==> src/rtl/sio_glue_pkg.sv <==
package sio_glue_pkg;

  typedef enum logic [1:0] {
    IRQ_NONE = 2'b00,
    IRQ_TC   = 2'b01,
    IRQ_CTL  = 2'b10,
    IRQ_TEST = 2'b11
  } irq_src_e;

  typedef struct packed {
    logic [1:0] rsv;
    irq_src_e   src;
    logic       rx_gate;
    logic       tx_gate;
    logic       rx_from_b;
    logic       tx_from_dtr;
  } setup_t;

  localparam logic [7:0] SETUP_WMASK = 8'h3F;
  localparam logic [7:0] LINK_WMASK  = 8'h3C;
  localparam int unsigned OFF_LINK   = 4;
  localparam int unsigned OFF_SETUP  = 5;

  // pin choice for each direction
  function automatic logic pick_tx(input setup_t s, input logic wa, input logic da);
    return s.tx_from_dtr ? da : wa;
  endfunction

  function automatic logic pick_rx(input setup_t s, input logic wa, input logic wb);
    return s.rx_from_b ? wb : wa;
  endfunction

  // shared channel A pin would feed both directions
  function automatic logic routing_clash(input setup_t s);
    return s.rx_gate && s.tx_gate && !s.rx_from_b && !s.tx_from_dtr;
  endfunction

endpackage

==> src/rtl/sio_glue_decode.sv <==
module sio_glue_decode #(
  parameter int ADDR_W = 16,
  parameter int WIN_W  = 3,
  localparam int BASE_W = ADDR_W - WIN_W,
  localparam int NWIN   = 1 << WIN_W
) (
  input  logic [ADDR_W-1:0] bus_addr,
  input  logic [BASE_W-1:0] base_sel,
  output logic              hit,
  output logic [NWIN-1:0]   off_sel
);
  assign hit = (bus_addr[ADDR_W-1:WIN_W] == base_sel);

  for (genvar i = 0; i < NWIN; i++) begin : g_off
    assign off_sel[i] = hit && (bus_addr[WIN_W-1:0] == WIN_W'(i));
  end
endmodule

==> src/rtl/sio_glue_regs.sv <==
module sio_glue_regs
  import sio_glue_pkg::*;
#(
  parameter int DATA_W = 8
) (
  input  logic              clk,
  input  logic              rst_n,
  input  logic              wr_setup,
  input  logic              wr_link,
  input  logic [DATA_W-1:0] wdata,
  output logic [DATA_W-1:0] setup_q,
  output logic [DATA_W-1:0] link_q
);
  always_ff @(posedge clk or negedge rst_n) begin
    if (!rst_n) begin
      setup_q <= '0;
      link_q  <= '0;
    end else begin
      if (wr_setup) setup_q <= wdata & SETUP_WMASK;
      if (wr_link)  link_q  <= wdata & LINK_WMASK;
    end
  end


  setup_hold_chk: assert property (@(posedge clk) disable iff (!rst_n)
    !wr_setup |=> $stable(setup_q));

  link_hold_chk: assert property (@(posedge clk) disable iff (!rst_n)
    !wr_link |=> $stable(link_q));

  setup_rsv_chk: assert property (@(posedge clk) disable iff (!rst_n)
    wr_setup |=> (setup_q[5:0] == $past(wdata[5:0])));
endmodule

==> src/rtl/sio_glue_dma.sv <==
module sio_glue_dma
  import sio_glue_pkg::*;
(
  input  logic   clk,
  input  logic   rst_n,
  input  setup_t setup,
  input  logic   pin_wreq_a,
  input  logic   pin_dtr_a,
  input  logic   pin_wreq_b,
  output logic   drq_tx,
  output logic   drq_rx,
  output logic   clash,
  output logic   err_q
);
  logic tx_raw, rx_raw;

  always_comb begin
    tx_raw = pick_tx(setup, pin_wreq_a, pin_dtr_a);
    rx_raw = pick_rx(setup, pin_wreq_a, pin_wreq_b);
    clash  = routing_clash(setup);
    drq_tx = setup.tx_gate && tx_raw && !clash;
    drq_rx = setup.rx_gate && rx_raw && !clash;
  end

  always_ff @(posedge clk or negedge rst_n) begin
    if (!rst_n)     err_q <= 1'b0;
    else if (clash) err_q <= 1'b1;
  end


  clash_quiet_chk: assert property (@(posedge clk) disable iff (!rst_n)
    clash |-> (!drq_tx && !drq_rx));

  clash_flag_chk: assert property (@(posedge clk) disable iff (!rst_n)
    clash |=> err_q);

  err_sticky_chk: assert property (@(posedge clk) disable iff (!rst_n)
    err_q |=> err_q);

  tx_gate_chk: assert property (@(posedge clk) disable iff (!rst_n)
    !setup.tx_gate |-> !drq_tx);

  rx_gate_chk: assert property (@(posedge clk) disable iff (!rst_n)
    !setup.rx_gate |-> !drq_rx);
endmodule

==> src/rtl/sio_glue_irq.sv <==
module sio_glue_irq
  import sio_glue_pkg::*;
(
  input  logic     clk,
  input  logic     rst_n,
  input  irq_src_e src,
  input  logic     tc_in,
  input  logic     ctl_irq,
  input  logic     test_mode_in,
  input  logic     share_mode,
  output logic     irq_pend,
  output logic     irq_out,
  output logic     irq_oe
);
  always_comb begin
    unique case (src)
      IRQ_TC:   irq_pend = tc_in && share_mode;
      IRQ_CTL:  irq_pend = ctl_irq;
      IRQ_TEST: irq_pend = test_mode_in;
      default:  irq_pend = 1'b0;
    endcase
    irq_out = irq_pend;
    irq_oe  = share_mode ? irq_pend : 1'b1;
  end


  share_float_chk: assert property (@(posedge clk) disable iff (!rst_n)
    (share_mode && !irq_out) |-> !irq_oe);

  dedicated_drive_chk: assert property (@(posedge clk) disable iff (!rst_n)
    !share_mode |-> irq_oe);

  tc_share_only_chk: assert property (@(posedge clk) disable iff (!rst_n)
    (src == IRQ_TC && !share_mode) |-> !irq_out);

  none_quiet_chk: assert property (@(posedge clk) disable iff (!rst_n)
    (src == IRQ_NONE) |-> !irq_out);
endmodule

==> src/rtl/sio_host_glue.sv <==
module sio_host_glue
  import sio_glue_pkg::*;
#(
  parameter int ADDR_W = 16,
  parameter int WIN_W  = 3,
  parameter int DATA_W = 8,
  localparam int BASE_W = ADDR_W - WIN_W,
  localparam int NWIN   = 1 << WIN_W
) (
  input  logic              clk,
  input  logic              rst_n,
  input  logic [ADDR_W-1:0] bus_addr,
  input  logic [DATA_W-1:0] bus_wdata,
  input  logic              io_rd,
  input  logic              io_wr,
  input  logic [BASE_W-1:0] base_sel,
  input  logic              ctl_wreq_a,
  input  logic              ctl_dtrreq_a,
  input  logic              ctl_wreq_b,
  input  logic              ctl_irq,
  input  logic              tc_in,
  input  logic              test_mode_in,
  input  logic              share_mode,
  input  logic              sync_steer_en,
  output logic              ctl_cs,
  output logic [1:0]        ctl_addr,
  output logic [DATA_W-1:0] rd_data,
  output logic              rd_drive,
  output logic              drq_tx,
  output logic              drq_rx,
  output logic              dma_err,
  output logic              irq_out,
  output logic              irq_oe,
  output logic              lpbk_local,
  output logic              lpbk_remote,
  output logic              rxclk_en,
  output logic              txclk_en,
  output logic              sync_a_out
);
  logic              hit;
  logic [NWIN-1:0]   off_sel;
  logic              wr_setup, wr_link;
  logic [DATA_W-1:0] setup_q, link_q, link_rb;
  setup_t            setup;
  logic              clash, irq_pend;

  sio_glue_decode #(.ADDR_W(ADDR_W), .WIN_W(WIN_W)) dec_i (
    .bus_addr(bus_addr), .base_sel(base_sel), .hit(hit), .off_sel(off_sel));

  assign wr_setup = io_wr && off_sel[OFF_SETUP];
  assign wr_link  = io_wr && off_sel[OFF_LINK];

  sio_glue_regs #(.DATA_W(DATA_W)) regs_i (
    .clk(clk), .rst_n(rst_n), .wr_setup(wr_setup), .wr_link(wr_link),
    .wdata(bus_wdata), .setup_q(setup_q), .link_q(link_q));

  assign setup = setup_t'(setup_q);

  sio_glue_dma dma_i (
    .clk(clk), .rst_n(rst_n), .setup(setup),
    .pin_wreq_a(ctl_wreq_a), .pin_dtr_a(ctl_dtrreq_a), .pin_wreq_b(ctl_wreq_b),
    .drq_tx(drq_tx), .drq_rx(drq_rx), .clash(clash), .err_q(dma_err));

  sio_glue_irq irq_i (
    .clk(clk), .rst_n(rst_n), .src(setup.src), .tc_in(tc_in), .ctl_irq(ctl_irq),
    .test_mode_in(test_mode_in), .share_mode(share_mode),
    .irq_pend(irq_pend), .irq_out(irq_out), .irq_oe(irq_oe));

  assign ctl_cs   = hit && !bus_addr[WIN_W-1];
  assign ctl_addr = bus_addr[1:0];

  assign link_rb  = link_q | {test_mode_in, {(DATA_W-1){1'b0}}};
  assign rd_drive = io_rd && (off_sel[OFF_LINK] || off_sel[OFF_SETUP]);

  always_comb begin
    rd_data = '0;
    if (io_rd && off_sel[OFF_LINK])  rd_data = link_rb;
    if (io_rd && off_sel[OFF_SETUP]) rd_data = setup_q;
  end

  assign lpbk_local  = link_q[5];
  assign lpbk_remote = link_q[4];
  assign rxclk_en    = link_q[3];
  assign txclk_en    = link_q[2];
  assign sync_a_out  = link_q[4] && sync_steer_en;


  cs_window_chk: assert property (@(posedge clk) disable iff (!rst_n)
    ctl_cs |-> (bus_addr[ADDR_W-1:WIN_W] == base_sel && bus_addr[2] == 1'b0));

  sync_follow_chk: assert property (@(posedge clk) disable iff (!rst_n)
    sync_a_out |-> lpbk_remote);

  pend_drive_chk: assert property (@(posedge clk) disable iff (!rst_n)
    irq_pend |-> (irq_oe && irq_out));

  clash_err_chk: assert property (@(posedge clk) disable iff (!rst_n)
    clash |=> dma_err);
endmodule

==> config.mk <==
export PLATFORM = sky130hd
export DESIGN_NAME = sio_host_glue
export DESIGN_NICKNAME = d
export VERILOG_FILES = /design/src/rtl/sio_glue_pkg.sv /design/src/rtl/sio_glue_decode.sv /design/src/rtl/sio_glue_regs.sv /design/src/rtl/sio_glue_dma.sv /design/src/rtl/sio_glue_irq.sv /design/src/rtl/sio_host_glue.sv
export SDC_FILE = /design/constraint.sdc
export NUM_CORES = 1
export LEC_CHECK = 0
export ABC_CLOCK_PERIOD_IN_PS = 3800
export BUFFER_PORTS_ARGS = -buffer_cell sky130_fd_sc_hd__clkbuf_2
export CAP_MARGIN = 25
export CORE_UTILIZATION = 41
export CTS_CLUSTER_DIAMETER = 40
export DETAILED_ROUTE_END_ITERATION = 8
export PLACE_DENSITY = 0.85
export SYNTH_ARGS = -nofsm -noshare
export SYNTH_HDL_FRONTEND = slang
export SYNTH_SLANG_ARGS = --single-unit
==> constraint.sdc <==
create_clock -name clk -period 3.8 [get_ports clk]
set_input_delay 0.38 -clock clk [delete_from_list [all_inputs] [get_ports clk]]
set_output_delay 0.38 -clock clk [all_outputs]
set_load 0.01 [all_outputs]
# [Word level (Yosys, flattened, before mapping)]
# Index checks and enable logic that the tools add are counted.
[word_totals] reg_bits=11 latch_bits=0 ramBits=0 mem_bits_ro=0 inputBits=49 memories=0
[op_classes] add_sub_neg=0 n_mul=0 div=0 n_lt_le_gt_ge=0 n_eq_ne=6 shifts=0 n_mux=6 bitwise=1 n_reduce_logical=22
[ops] op="1-bit logical AND" count=17
[ops] op="8-bit 2-to-1 mux" count=2
[ops] op="13-bit equality test" count=1
[ops] op="6-bit by 8-bit bitwise OR with 8-bit output" count=1
[ops] op="3-bit equality test, second input constant" count=2
[ops] op="2-bit equality test, second input constant" count=2
[ops] op="1-bit zero test" count=4
[ops] op="1-bit 2-to-1 mux" count=3
[ops] op="1-bit one-hot mux with 3 select lines" count=1
[ops] op="2-bit by 1-bit equality test with 1-bit output, second input constant" count=1
[ops] op="1-bit logical OR" count=1

# [Depth between registers and ports, before layout]
# Gate-level depths: netlist (run 1).
[depth] depth_word=5 mapped_depth=5 depth_no_buf=4

# [Hierarchy]
# From an unflattened synthesis (run 1), not the netlist that was laid out.
[unflattened] hier_cells=108 area_unflattened_um2=1051.0
[modules_own_cells] mod="sio_glue_regs" instances=1 cells_each=28 area_each_um2=445.4 seq_area_each_um2=250.2
[modules_own_cells] mod="sio_glue_decode" instances=1 cells_each=35 area_each_um2=262.8 seq_area_each_um2=0.0
[modules_own_cells] mod="sio_host_glue" instances=1 cells_each=27 area_each_um2=203.9 seq_area_each_um2=0.0
[modules_own_cells] mod="sio_glue_dma" instances=1 cells_each=11 area_each_um2=92.6 seq_area_each_um2=25.0
[modules_own_cells] mod="sio_glue_irq" instances=1 cells_each=7 area_each_um2=46.3 seq_area_each_um2=0.0

# [Worst setup path after synthesis (run 1)]
# Ideal clock, no wire load.
[synth_timing] path_kind="input -> output" from="input port base_sel[0]" to="output port rd_data[0]" t_arrival_ns=1.658 t_required_ns=3.420 path_slack_ns=1.762 stages=5 n_path_buf=1 cell_sequence="xnor2_1 > nand4_1 > or4_1 > buf_2 > nor3_1"
[synth_via] elab_chain_cells=5 word_cells_on_any_way=7
[synth_lines] element="start, declared" line="sio_host_glue.sv:16" rtl="input logic [BASE_W-1:0] base_sel,"
[synth_lines] element="13-bit equality test (*)" line="sio_glue_decode.sv:12" rtl="assign hit = (bus_addr[ADDR_W-1:WIN_W] == base_sel);"
[synth_lines] element="1-bit logical AND" line="sio_glue_decode.sv:15" rtl="assign off_sel[i] = hit && (bus_addr[WIN_W-1:0] == WIN_W'(i));"
[synth_lines] element="1-bit logical AND" line="sio_host_glue.sv:77" rtl="if (io_rd && off_sel[OFF_LINK]) rd_data = link_rb;"
[synth_lines] element="8-bit 2-to-1 mux" line="sio_host_glue.sv:77"
[synth_lines] element="8-bit 2-to-1 mux (*)" line="sio_host_glue.sv:78" rtl="if (io_rd && off_sel[OFF_SETUP]) rd_data = setup_q;"
[synth_lines] element="end, declared" line="sio_host_glue.sv:27" rtl="output logic [DATA_W-1:0] rd_data,"
# Mark *: on every way between the ends. The rest lies on a longest branch, timed or not.

# [Worst setup path after layout (run 1)]
[layout_timing] from="input port base_sel[0]" to="output port rd_data[2]"
# Same word-level chain as after synthesis.

==> results of run 1 <==
-- cell type report --
cell class	count	area (µm²)
Multi-Input combinational cell	71	550.5
Clock buffer	4	26.28
Sequential cell	11	275.3
Tap cell	27	33.78
Fill cell	163	739.5
Inverter	3	11.26
Timing Repair Buffer	68	345.3
-- flip-flops by register name, summed over array words and instances (netlist names) --
signal	cells
regs_i.setup_q	6
regs_i.link_q	4
dma_i.err_q	1
-- path summary, 6_finish.rpt --
check | start | endpoint | slack, ps | cells after the start
worst min register to register | dma_i.err_q | dma_i.err_q | 480 | 2
worst max-delay path | base_sel[0] | rd_data[2] | 1440 | 6
worst min-delay path | bus_wdata[1] | regs_i.setup_q[1] | 350 | 2
min in group asynchronous | rst_n | regs_i.setup_q[5] | 530 | 2
max in group asynchronous | rst_n | dma_i.err_q | 3070 | 2
worst max register to register | regs_i.setup_q[3] | dma_i.err_q | 2850 | 2
-- layer usage --
metal / wire, µm / vias to the layer above / track usage [%]
li1: - / 460 / -
met1: 861 / 412 / 23.02
met2: 1228 / 23 / 34.32
met3: 74 / 2 / 2.642
met4: 16 / 0 / 13.33
met5: 0 / - / 0
-- report_power, final --
part	internal [mW]	switching (mW)
registers	0.117	0.0000686
clock network	0.0405	0.0348
logic	0.0329	0.0308
total	0.190	0.0657
-- cell usage after synthesis, types with 2 or more instances --
library cell / number
and2_1: 3
buf_2: 2
buf_4: 3
dfrtp_1: 11
inv_1: 3
mux2_2: 11
mux2i_1: 4
nand2_1: 4
nand3_1: 7
nand3b_1: 2
nand4_1: 4
nor2_1: 2
nor3_1: 7
nor4_4: 2
o21ai_0: 5
xnor2_1: 13
-- critical path, cell delays in order --
cell and delay [ps]:
clkbuf_2 90, xnor2_1 240, nand4_1 120, or4_1 690, nor3_1 280, clkbuf_2 170
-- per-stage QoR --
| stage | setup slack, ps | cells |
|---|---|---|
| finish | 1444 | 184 |
| global route | 1312 | 184 |
| CTS | 1465 | 184 |
| detailed placement | 1471 | 179 |
| global placement | 1478 | 179 |
| floorplan | 1762 | 90 |
-- cells by family after synthesis --
family                 after synthesis  synth area share [%]
XOR/XNOR                            13                 13.09
multiplexers                        15                 18.85
AND/OR/NAND/NOR                     35                 26.19
flip-flops                          11                 31.65
AO/OA/AOI/OAI                        7                 4.748
other                                1                0.4312
buffers and inverters                8                 5.036
-- timing repair --
action	CTS	global route
endpoints found under the setup margin	0	0
hold endpoints to repair	11	0
hold buffers	1	0
==> results.md, run 1 <==
* Synth Flop Type: dfrtp_1
* Setup_tns at 0 ps
* Synth Instances at 90
* DP HPWL at approximately 1900 µm
* Number of global-route vias before repair at around 830
* Fin. Hold Viols at 0
* Util after Layout at 62.69%
* Starting Density at 43.88%
* Clock Tree Buf Depth at 2
* Clk Latency, worst-skew pair at around 260 ps
* Initial DRC count at 8
* Max Slew Vio Count at 0
* Crit path kind: in2out
* Synth top area cells: dfrtp_1 (32%), mux2_2 (14%), xnor2_1 (13%)
* Post-CTS Resized at 0
* Clk_skew at ~5.8 ps
* # H-tree levels at 1
* Period utilization at just over 60%
* FF+latch count, synth at 11
* RSZ-0062 raised after global routing: no
* DRC at 0
* Drt pass-1 iters at 4
* Total length of routed wires at around 2200 µm
* Die W at roughly 48 µm
* Antenna Nets Post-Route at 0
* Cell variety after synth at 23
* Area delta synth->final at 42.88%
* Critical Path Sink Type: output pin
* Fin area at approximately 1200 µm²
* Ys async rst share at between 90% and 100%
* Grt total ovfl at 0
* Total GRT Usage at between 20% and 30%
* CP Launch Type: input port
* Cell taking the most area after synthesis: dfrtp_1
* Most frequent cells in the layout: clkbuf_2 (67), xnor2_1 (13), mux2_2 (11), dfrtp_1 (11)
* First-pass GRT wire length at about 3300 µm
* Crit path DAT at slightly below 2000 ps
* Clk root buf: clkbuf_4
* Final Setup Violations at 0
* Post-CTS setup buffer count at 0
* Most common cell after layout, fill and taps aside: clkbuf_2
* Worst hold path type: in2reg
* Core area at around 2000 µm²
* Number of inserted diodes at 0
* Largest net degree at the start of global routing at 12
* Max Fclk at 424.5 MHz
* Hold WS at around 350 ps
* TritonCTS clock tree: yes
* Initial antenna violation count at 0
* Status: finished, final reports clean
* Mapped Area at approximately 870 µm²
* Clock transition at path regs at 60 ps
* Sequential share of the synthesized area at a little under a third
* Cell Area, Placed at around 1200 µm²
* Final Net Count at slightly above 200
* PortBufs at 67
* Yosys top cell area share at a little under a third
* VDD IR max at 0.1518 mV
* Power, Total at 0.2562 mW
* Final min period at between 2000 and 2500 ps
* Post-synthesis net count at 139
* P_leak at between 0.6 and 0.7 nW
* Die area at 2309 µm²
* Crit-path max FO at 9
* Num CTS Buffers at 3
* Vias at roughly 900
* Syn avg cell area at between 9 and 10 µm²
* RePlAce Congestion at 0.7613
* CP Data Required Time at between 3000 and 4000 ps
* Vias per Instance at slightly below 5
* Clock Sinks at 11
* PD cells at about 210 nW/µm²
* Share of cells above drive strength 1 at between 50% and 60%
* Die Height at slightly below 50 µm
* Syn. warnings at 0
* # IOs at a little over 70
* Post-synth EDFFs at 0
* Total of max-cap violations at 0
* WL/cell at ~12 µm
* # rows at 16
Power figures use the tool's default switching activity.
==> run 2, diff against run 1 <==
ABC_CLOCK_PERIOD_IN_PS = 2400   (was 3800)
CORE_UTILIZATION = 38   (was 41)
PLACE_DENSITY = 0.8   (was 0.85)
clock period = 2.4 ns   (was 3.8 ns; I/O delays follow)
==> run 2 against run 1 <==
Net effect: combinational power grew 62%; setup slack got worse by 1100 ps; clock-buffer cell count unchanged; cell count unchanged; hold slack worse by 140 ps; core utilization fell by 2.4 points; clock power rose by 60%; global-route usage up 2.6 points; critical endpoint unchanged; largest cell class unchanged.
==> results.md, run 2 (synthesis results as in run 1) <==
* Register bank with the most flops: regs_i.setup_q
* R2r endpoint: dma_i.err_q
* CP Data Required Time at 2160 ps
* # IOs at 71
* Reg2Reg Setup Slack at about 1400 ps
* Status: finished, final reports clean
* Share of cells above drive strength 1 at between 50% and 60%
* PD cells at about 330 nW/µm²
* Post-CTS Resized at 0
* Clock transition at path regs at ~70 ps
* Total of max-cap violations at 0
* TritonCTS clock tree: yes
* First-pass GRT wire length at about 4200 µm
* Most frequent cells in the layout: clkbuf_2 (67), xnor2_1 (13), mux2_2 (11), dfrtp_1 (11)
* Core area at around 2100 µm²
* Clk Latency, worst-skew pair at around 260 ps
* VDD IR max at between 0.3 and 0.4 mV
* Total GRT Usage at 22.63%
* Largest register FFs at 6
* Number of inserted diodes at 0
* Die area at 2484 µm²
* Post-CTS setup buffer count at 0
* Hold buffers post-CTS at 1
* Hold worst-path end: regs_i.setup_q[0]
* RSZ-0062 raised after global routing: no
* Initial antenna violation count at 0
* # rows at 16
* Uppermost routed layer: met4
* Final Setup Violations at 0
* Multi-input gate area at around 550 µm²
* Biggest regs: regs_i.setup_q (6), regs_i.link_q (4), dma_i.err_q (1)
* Final Net Count at between 200 and 250
* Final min period at between 2000 and 2500 ps
* RePlAce Congestion at 0.7175
* Num CTS Buffers at 3
* Total length of routed wires at approximately 2600 µm
* PortBufs at 67
* # H-tree levels at 1
* Initial DRC count at 15
* Grt total ovfl at 0
* Antenna Nets Post-Route at 0
* Wl on met1 at a little under 1000 µm
* Clk_skew at 2.440 ps
* Clk root buf: clkbuf_4
* Crit path kind: in2out
* Depth of the worst hold-timing path at 2
* Clock Sinks at 11
* Area delta synth->final at 42.88%
* Period utilization at 87.71%
* Worst hold path type: in2reg
* Crit-path max FO at 9
* DP HPWL at approximately 2200 µm
* Starting Density at roughly 42%
* WL/cell at ~14 µm
* Met3 WL at roughly 100 µm
* Met2 Wirelength at 1418 µm
* Reg area at approximately 280 µm²
* FF-to-FF Start: regs_i.setup_q[2]
* Drt pass-1 iters at 4
* Cell Area, Placed at between 1000 and 1500 µm²
* Crit path DAT at ~1900 ps
* CP Launch Type: input port
* Vias at 957
* Max Fclk at 475.1 MHz
* Filler Cells Inserted at around 180
* Die W at between 40 and 50 µm
* Vias per Instance at around 5.2
* Most common cell after layout, fill and taps aside: clkbuf_2
* Fin. Hold Viols at 0
* Max Slew Vio Count at 0
* Number of global-route vias before repair at between 900 and 1000
* Fin area at 1242 µm²
* DRC at 0
* Critical Path Sink Type: output pin
* Clock Tree Buf Depth at 2
* Largest net degree at the start of global routing at 12
* Die Height at about 50 µm
* P_leak at between 0.6 and 0.7 nW
* Setup_tns at 0 ps
* Cell depth of the worst flop-to-flop path at 2
* Worst hold start: bus_wdata[0]
-- run 2: cell counts in the layout (fill, tap and decap cells not counted) --
No cell type changed its count.
-- run 2: worst max-delay path by stage --
stage / startpoint / end / slack, ps / cells past startpoint
after floorplan: base_sel[0] / rd_data[0] / 640 / 5
after global placement: base_sel[0] / rd_data[2] / 350 / 6
after detailed placement: base_sel[0] / rd_data[2] / 330 / 6
after CTS: base_sel[0] / rd_data[2] / 320 / 6
after global routing: base_sel[0] / rd_data[2] / 220 / 6
final: base_sel[0] / rd_data[2] / 290 / 6
-- run 2: area by class of cell --
type | instances | share of cell area (%)
sequential | 11 | 22.16
multi-input combinational | 71 | 44.31
inverter | 3 | 0.9063
tap | 27 | 2.719
clock buffer | 4 | 2.115
timing repair buffer | 68 | 27.79
-- run 2: power by group --
part | total [mW] | internal, mW | switching (mW)
sequential | 0.186 | 0.185 | 0.000123
clock | 0.121 | 0.0643 | 0.0570
combinational | 0.103 | 0.0520 | 0.0514
-- run 2: metrics by stage --
stage / power, mW / util, % / setup WS [ps] / hold WS (ps) / std cells
2_1_floorplan: 0.2379 / - / 641.9 / -55.59 / 90
3_3_place_gp: 0.2852 / 58.50 / 351.8 / 117.4 / 179
3_5_place_dp: 0.2900 / 58.50 / 328.8 / 120.4 / 179
4_1_cts: 0.4133 / 60.25 / 316.5 / 207.9 / 184
5_1_grt: 0.4366 / 60.25 / 217.0 / 204.2 / 184
6_report: 0.4103 / 60.25 / 295.0 / 211.4 / 184
-- run 2: critical path: stages --
cell and delay (ps):
clkbuf_2 90, xnor2_1 240, nand4_1 140, or4_1 690, nor3_1 290, clkbuf_2 180
-- run 2: layer usage --
| metal | track usage [%] | up-vias |
|---|---|---|
| met1 | 22.03 | 449 |
| met5 | 0 | - |
| li1 | - | 463 |
| met2 | 43.24 | 35 |
| met4 | 14.29 | 0 |
| met3 | 3.704 | 10 |
